==> src/rtl/spp_pkg.sv <==
package spp_pkg;
    localparam int BYTE_W  = 8;
    localparam int ERR_W   = 2;
    localparam int WORD_W  = ERR_W + 2 * BYTE_W;
    localparam int CHIP_W  = 4;
    localparam int STRIP_W = 7;
    localparam int LUT_AW  = CHIP_W + STRIP_W;
    localparam int TYPE_W  = 2;
    localparam int REC_W   = TYPE_W + 2 + BYTE_W + CHIP_W + STRIP_W;
    localparam logic [BYTE_W-1:0] CLOSE_BYTE = 8'hC0;
    localparam logic [TYPE_W-1:0] REC_STRIP  = 2'b01;
    localparam logic [TYPE_W-1:0] REC_CLOSE  = 2'b10;

    typedef enum logic [1:0] {
        WK_STRIP,
        WK_CHIP,
        WK_CLOSE,
        WK_BAD
    } word_kind_e;

    typedef enum logic {
        PS_OPEN,
        PS_BODY
    } parse_st_e;

    typedef struct packed {
        parse_st_e          st;
        logic [BYTE_W-1:0]  seq;
        logic [BYTE_W-1:0]  board;
        logic [CHIP_W-1:0]  chip;
        logic               first;
        logic               err;
        logic               ovalid;
        logic [REC_W-1:0]   odata;
    } pstate_t;
endpackage

==> src/rtl/spp_word_source.sv <==
module spp_word_source
    import spp_pkg::*;
#(
    parameter int TMEM_AW = 10
) (
    input  logic               clk,
    input  logic               rst_n,
    input  logic               test_sel,
    input  logic               in_valid,
    input  logic [WORD_W-1:0]  in_word,
    input  logic [WORD_W-1:0]  tmem_data,
    input  logic               take,
    output logic               src_valid,
    output logic [WORD_W-1:0]  src_word,
    output logic [TMEM_AW-1:0] tmem_addr
);
    logic [TMEM_AW-1:0] addr_d, addr_q;

    always_comb begin
        src_valid = test_sel | in_valid;
        src_word  = test_sel ? tmem_data : in_word;
        if (!test_sel) begin
            addr_d = '0;
        end else if (take) begin
            addr_d = addr_q + 1'b1;
        end else begin
            addr_d = addr_q;
        end
    end

    always_ff @(posedge clk or negedge rst_n) begin
        if (!rst_n) begin
            addr_q <= '0;
        end else begin
            addr_q <= addr_d;
        end
    end

    assign tmem_addr = addr_q;
endmodule

==> src/rtl/spp_word_classifier.sv <==
module spp_word_classifier
    import spp_pkg::*;
(
    input  logic [WORD_W-1:0] word,
    output word_kind_e        kind,
    output logic              err_hit
);
    logic [BYTE_W-1:0] hi, lo;

    always_comb begin
        hi      = word[2*BYTE_W-1:BYTE_W];
        lo      = word[BYTE_W-1:0];
        err_hit = |word[WORD_W-1:2*BYTE_W];
        if (hi == CLOSE_BYTE && lo == CLOSE_BYTE) begin
            kind = WK_CLOSE;
        end else if (!hi[BYTE_W-1]) begin
            kind = WK_STRIP;
        end else if (lo == '0) begin
            kind = WK_CHIP;
        end else begin
            kind = WK_BAD;
        end
    end
endmodule

==> src/rtl/spp_pulse_corrector.sv <==
module spp_pulse_corrector
    import spp_pkg::*;
#(
    parameter int GAIN_W  = 4,
    parameter int OFS_W   = 4,
    parameter int GAIN_SH = 3
) (
    input  logic [BYTE_W-1:0]       pulse,
    input  logic [GAIN_W+OFS_W-1:0] entry,
    output logic [BYTE_W-1:0]       corrected
);
    localparam int MUL_W  = GAIN_W + 1;
    localparam int PROD_W = BYTE_W + MUL_W;

    logic [OFS_W-1:0]  ofs;
    logic [MUL_W-1:0]  mul;
    logic [BYTE_W-1:0] diff;
    logic [PROD_W-1:0] prod, shifted;

    always_comb begin
        ofs  = entry[OFS_W-1:0];
        mul  = {1'b0, entry[GAIN_W+OFS_W-1:OFS_W]} + MUL_W'(1 << GAIN_SH);
        diff = (pulse > BYTE_W'(ofs)) ? (pulse - BYTE_W'(ofs)) : '0;
        prod = PROD_W'(diff) * PROD_W'(mul);
        shifted = prod >> GAIN_SH;
        if (shifted > PROD_W'({BYTE_W{1'b1}})) begin
            corrected = '1;
        end else begin
            corrected = shifted[BYTE_W-1:0];
        end
    end
endmodule

==> src/rtl/strip_event_parser.sv <==
module strip_event_parser
    import spp_pkg::*;
#(
    parameter int TMEM_AW = 10
) (
    input  logic               clk,
    input  logic               rst_n,
    input  logic               test_sel,
    input  logic               in_valid,
    input  logic [17:0]        in_word,
    output logic               in_ready,
    output logic [TMEM_AW-1:0] tmem_addr,
    input  logic [17:0]        tmem_data,
    output logic [10:0]        lut_addr,
    input  logic [7:0]         lut_data,
    output logic               out_valid,
    output logic [22:0]        out_data,
    input  logic               out_ready
);
    pstate_t           s_d, s_q;
    logic              ready, take, src_valid, err_hit;
    logic [WORD_W-1:0] src_word;
    logic [BYTE_W-1:0] hi, lo, corr;
    word_kind_e        kind;

    assign ready    = !s_q.ovalid || out_ready;
    assign take     = ready && src_valid;
    assign in_ready = ready && !test_sel;
    assign hi       = src_word[2*BYTE_W-1:BYTE_W];
    assign lo       = src_word[BYTE_W-1:0];
    assign lut_addr = {s_q.chip, hi[STRIP_W-1:0]};

    spp_word_source #(.TMEM_AW(TMEM_AW)) u_src (
        .clk       (clk),
        .rst_n     (rst_n),
        .test_sel  (test_sel),
        .in_valid  (in_valid),
        .in_word   (in_word),
        .tmem_data (tmem_data),
        .take      (take),
        .src_valid (src_valid),
        .src_word  (src_word),
        .tmem_addr (tmem_addr)
    );

    spp_word_classifier u_cls (
        .word    (src_word),
        .kind    (kind),
        .err_hit (err_hit)
    );

    spp_pulse_corrector u_corr (
        .pulse     (lo),
        .entry     (lut_data),
        .corrected (corr)
    );

    always_comb begin
        s_d = s_q;
        if (s_q.ovalid && out_ready) begin
            s_d.ovalid = 1'b0;
        end
        if (take) begin
            if (s_q.st == PS_OPEN) begin
                s_d.seq   = hi;
                s_d.board = lo;
                s_d.chip  = '0;
                s_d.first = 1'b0;
                s_d.err   = err_hit;
                s_d.st    = PS_BODY;
            end else begin
                unique case (kind)
                    WK_CHIP: begin
                        s_d.chip  = hi[CHIP_W-1:0];
                        s_d.first = 1'b1;
                        s_d.err   = s_q.err | err_hit;
                    end
                    WK_STRIP: begin
                        s_d.ovalid = 1'b1;
                        s_d.odata  = {REC_STRIP, s_q.first, 1'b0, corr,
                                      s_q.chip, hi[STRIP_W-1:0]};
                        s_d.first  = 1'b0;
                        s_d.err    = s_q.err | err_hit;
                    end
                    WK_CLOSE: begin
                        s_d.ovalid = 1'b1;
                        s_d.odata  = {REC_CLOSE, 1'b0, 1'b1, s_q.seq, s_q.board,
                                      2'b00, s_q.err | err_hit};
                        s_d.st     = PS_OPEN;
                    end
                    default: begin
                        s_d.err = 1'b1;
                    end
                endcase
            end
        end
    end

    always_ff @(posedge clk or negedge rst_n) begin
        if (!rst_n) begin
            s_q <= '{st: PS_OPEN, seq: '0, board: '0, chip: '0, first: 1'b0,
                     err: 1'b0, ovalid: 1'b0, odata: '0};
        end else begin
            s_q <= s_d;
        end
    end

    assign out_valid = s_q.ovalid;
    assign out_data  = s_q.odata;
endmodule

==> config.mk <==
export PLATFORM = sky130hd
export DESIGN_NAME = strip_event_parser
export DESIGN_NICKNAME = d
export VERILOG_FILES = /design/src/rtl/spp_pkg.sv /design/src/rtl/spp_word_source.sv /design/src/rtl/spp_word_classifier.sv /design/src/rtl/spp_pulse_corrector.sv /design/src/rtl/strip_event_parser.sv
export SDC_FILE = /design/constraint.sdc
export NUM_CORES = 1
export LEC_CHECK = 0
export BUFFER_PORTS_ARGS = -buffer_cell sky130_fd_sc_hd__buf_2
export CORE_MARGIN = 3
export CORE_UTILIZATION = 50
export DETAILED_ROUTE_END_ITERATION = 10
export GPL_ROUTABILITY_DRIVEN = 1
export PLACE_DENSITY = 0.79
export SLEW_MARGIN = 20
export SYNTH_ARGS = -nofsm -noshare
export SYNTH_HDL_FRONTEND = slang
export SYNTH_SLANG_ARGS = --single-unit
export TNS_END_PERCENT = 30
==> constraint.sdc <==
create_clock -name clk -period 2 [get_ports clk]
set_input_delay 0.4 -clock clk [delete_from_list [all_inputs] [get_ports clk]]
set_output_delay 0.4 -clock clk [all_outputs]
set_load 0.02 [all_outputs]
==> results.toml <==
[pwr]
swShare_pct = 42.13
seqPwrFrac_pct = 23.0
power.switching_mw = 2.564
leakage_nw = 2.860
clockPowerShare_pct = 10.5
power_frac_comb_pct = 66.5
vdd_ir_drop_max_mv = 0.7031
power.density_nw_per_um2 = 992.4
p_int_mw = 3.521

[setup_path]
cp-end-kind = "flop"
slowest_delay_ps = 520
crit_type = "primary input to flop"
crit_fanout = 7
worstPathArrival_ps = 5050
crit_chain = "buf_12 -> mux2i_4 -> ha_2 -> inv_2 -> fa_2 -> nand3_4 -> nand2_4 -> a21oi_4 -> buf_12 -> nor2_4 -> and2_1 -> ha_1 -> inv_1 -> fa_1 -> inv_1 -> fa_1 -> ha_4 -> a211oi_4 -> o211ai_1 -> o311ai_2 -> mux2i_1 -> mux2i_4 -> a311oi_2 -> o21ai_1"
crit_required_ps = 2200
cpMaxStageDelayCell = "fa_1"
reg2reg_from = "out_valid"
startpoint_type = "primary input"
critPathLaunch = "test_sel"

[floorplanning]
pin_count = 95
dieHeight_um = 100.7
core_area_um2 = 8464
row_count = 33
initial_utilization_pct = 52.92
die_w_um = 100.7
die_area_um2 = 10130

[synthesis]
synth_edf_count = 0
netlist.area_leader.share_pct = 31.28
netlist_top_cells_area = "dfrtp_1 31%, ha_1 8.4%, mux2_2 6.3%"
async_flop_share_pct = 100.0
ys_seq_area_share_pct = 31.28
synth.avg_cell_area_um2 = 9.255
yosysWarnings = 0
yosysTopAreaCell = "dfrtp_1"
netlist_instances = 484
synthesis.area_um2 = 4479
ys_types = 59
synth-seq-cells = 56
ys.flop_type = "dfrtp_1"
synth_nets = 576

[timing]
finClkSkew_ps = 8.315
min_period_ps = 4858
setup_viol_count_final = 26
timing.hold.ws_ps = 210.5
relSlewSlack_pct = 53.42
setup_ws_ps = -2858
timing.final.crit_share_pct = 242.9
final.setup.tns_ps = -24740
finalHoldViolCount = 0
rsz0062_at_grt = "yes"
max_freq_mhz = 205.9
worst_pin_slew_ps = 698.7
drv_slew = 0

[cts]
htreeDepth = 2
cts_tree = "built"
clock_path_buffers = 2
cts-root-buf = "clkbuf_8"
cts_buffers = 5
clock_sinks = 56
clkTransAtPathRegs_ps = 100
clk_latency_ps = 310

[routing]
ant_nets = 0
route.met3.wl_um = 812
avgViaCountPerCell = 5.756
first_iter_violations = 225
highest_layer = "met4"
wl_met1_mm = 5.198
wl_met2_mm = 6.957
vias = 4254
wl_mm = 13.55
drt-pass1-iter-count = 5
wl_per_cell_um = 18.33
drc_errors = 0

[grt]
overflow = 0
grt_max_degree = 57
grt_pass1_vias = 4412
antenna_found_initial = 0
grt_pass1_wl_mm = 21.23
grt_usage_pct = 26.20

[place]
portBuffers = 94
gp_congestion = 0.9590
hpwlAfterDp_mm = 10.07
place_inst = 715

[cells_and_area]
diodes = 0
layoutNonFillerInstCount = 739
syn2layout_area_growth_pct = 36.90
fin_nets = 725
drive_above_1_share_pct = 49.21
fin_util_pct = 72.45

[status]
outcome = "finished, violations left"
violations = "setup timing"

[hold_path]
hp-class = "primary input to asynchronous set/reset pin"

[run]
maxCapViolCount = 0
==> cell usage after synthesis (all sizes together) (4+ instances only) <==
library cell	count
nand2	28
nand3	7
buf	42
xnor2	18
nor3	15
clkbuf	16
fa	13
a22o	13
o21ai	12
xor2	6
mux2	25
ha	30
and2	23
a21oi	27
inv	25
nand4	8
nor2	47
nor3b	4
a31oi	5
o22ai	11
dfrtp	56
a21o	6
mux2i	7
==> power by group through the flow <==
stage	registers [mW]	clock network, mW	logic, mW
after global placement	1.41	0	2.95
after global routing	1.42	0.700	4.34
after CTS	1.40	0.646	3.43
after floorplan	1.40	0	2.20
final	1.40	0.641	4.04
after detailed placement	1.42	0	3.11
==> metal layers <==
| metal | global-route usage, % | vias up |
|---|---|---|
| met1 | 31.67 | 2073 |
| li1 | - | 1958 |
| met4 | 11.92 | 0 |
| met2 | 45.72 | 179 |
| met5 | 0 | - |
| met3 | 4.014 | 44 |
==> cells by family after synthesis <==
logic type      synth area share [%]
buf+inv                        10.31
simple gates                   17.07
compound gates                 14.53
mux                            7.849
flops                          31.28
xor+xnor                       4.693
other cells                  0.08372
fa+ha+maj                      14.19
==> cell type report <==
type / count / area [um2]
clock inverters: 1 / 7.507
fillers: 573 / 2332
clock buffers: 7 / 86.33
repair buffers: 200 / 1297
flip-flops and latches: 56 / 1401
well taps: 105 / 131.4
inverters: 25 / 93.84
multi-input cells: 345 / 3114
==> per-stage QoR <==
stage          total power, mW  cell area, um2  setup slack, ps
2_1_floorplan            3.598            4673            -3282
3_3_place_gp             4.367            5535            -3209
3_5_place_dp             4.533            5535            -3442
4_1_cts                  5.472            5891            -2795
5_1_grt                  6.455            6132            -3053
6_report                 6.085            6132            -2858
==> final timing paths <==
path | endpoint | slack, ps | depth (start not counted)
min in group clk | out_valid | 390 | 3
worst min-delay path | u_src.tmem_addr[0] | 210 | 2
max in group asynchronous | s_q[36] | 1320 | 2
worst min register to register | out_data[21] | 500 | 2
worst max-delay path | out_data[14] | -2860 | 24
worst max register to register | out_data[15] | 260 | 6
==> timing repair <==
item / CTS / global route
pin swaps: 30 / 28
resized for setup: 29 / 35
hold buffers: 0 / 0
setup endpoints to repair: 29 / 29
setup buffers: 14 / 2
==> placed cells by master, fill, tap and decap left out, drive strengths merged, types with 15 or more instances in the layout <==
master  count
buf       200
ha         30
mux2       25
nor3       15
and2       23
xnor2      18
nand2      28
a21oi      27
dfrtp      56
inv        25
nor2       47
==> worst max-delay path, delay by kind of cell <==
family,cells,cell delay (ps)
adder cells (fa/ha/maj),6,2110
AND/OR/NAND/NOR,4,340
multiplexers,3,730
AO/OA/AOI/OAI,6,1050
buffers and inverters,5,400
==> state kept, by name, summed over array words and instances (netlist names) <==
| signal | flops |
|---|---|
| lut_addr | 4 |
| out_valid | 1 |
| s_q | 19 |
| out_data | 22 |
| u_src.tmem_addr | 10 |
No activity file was read; power rests on OpenSTA's default activity.
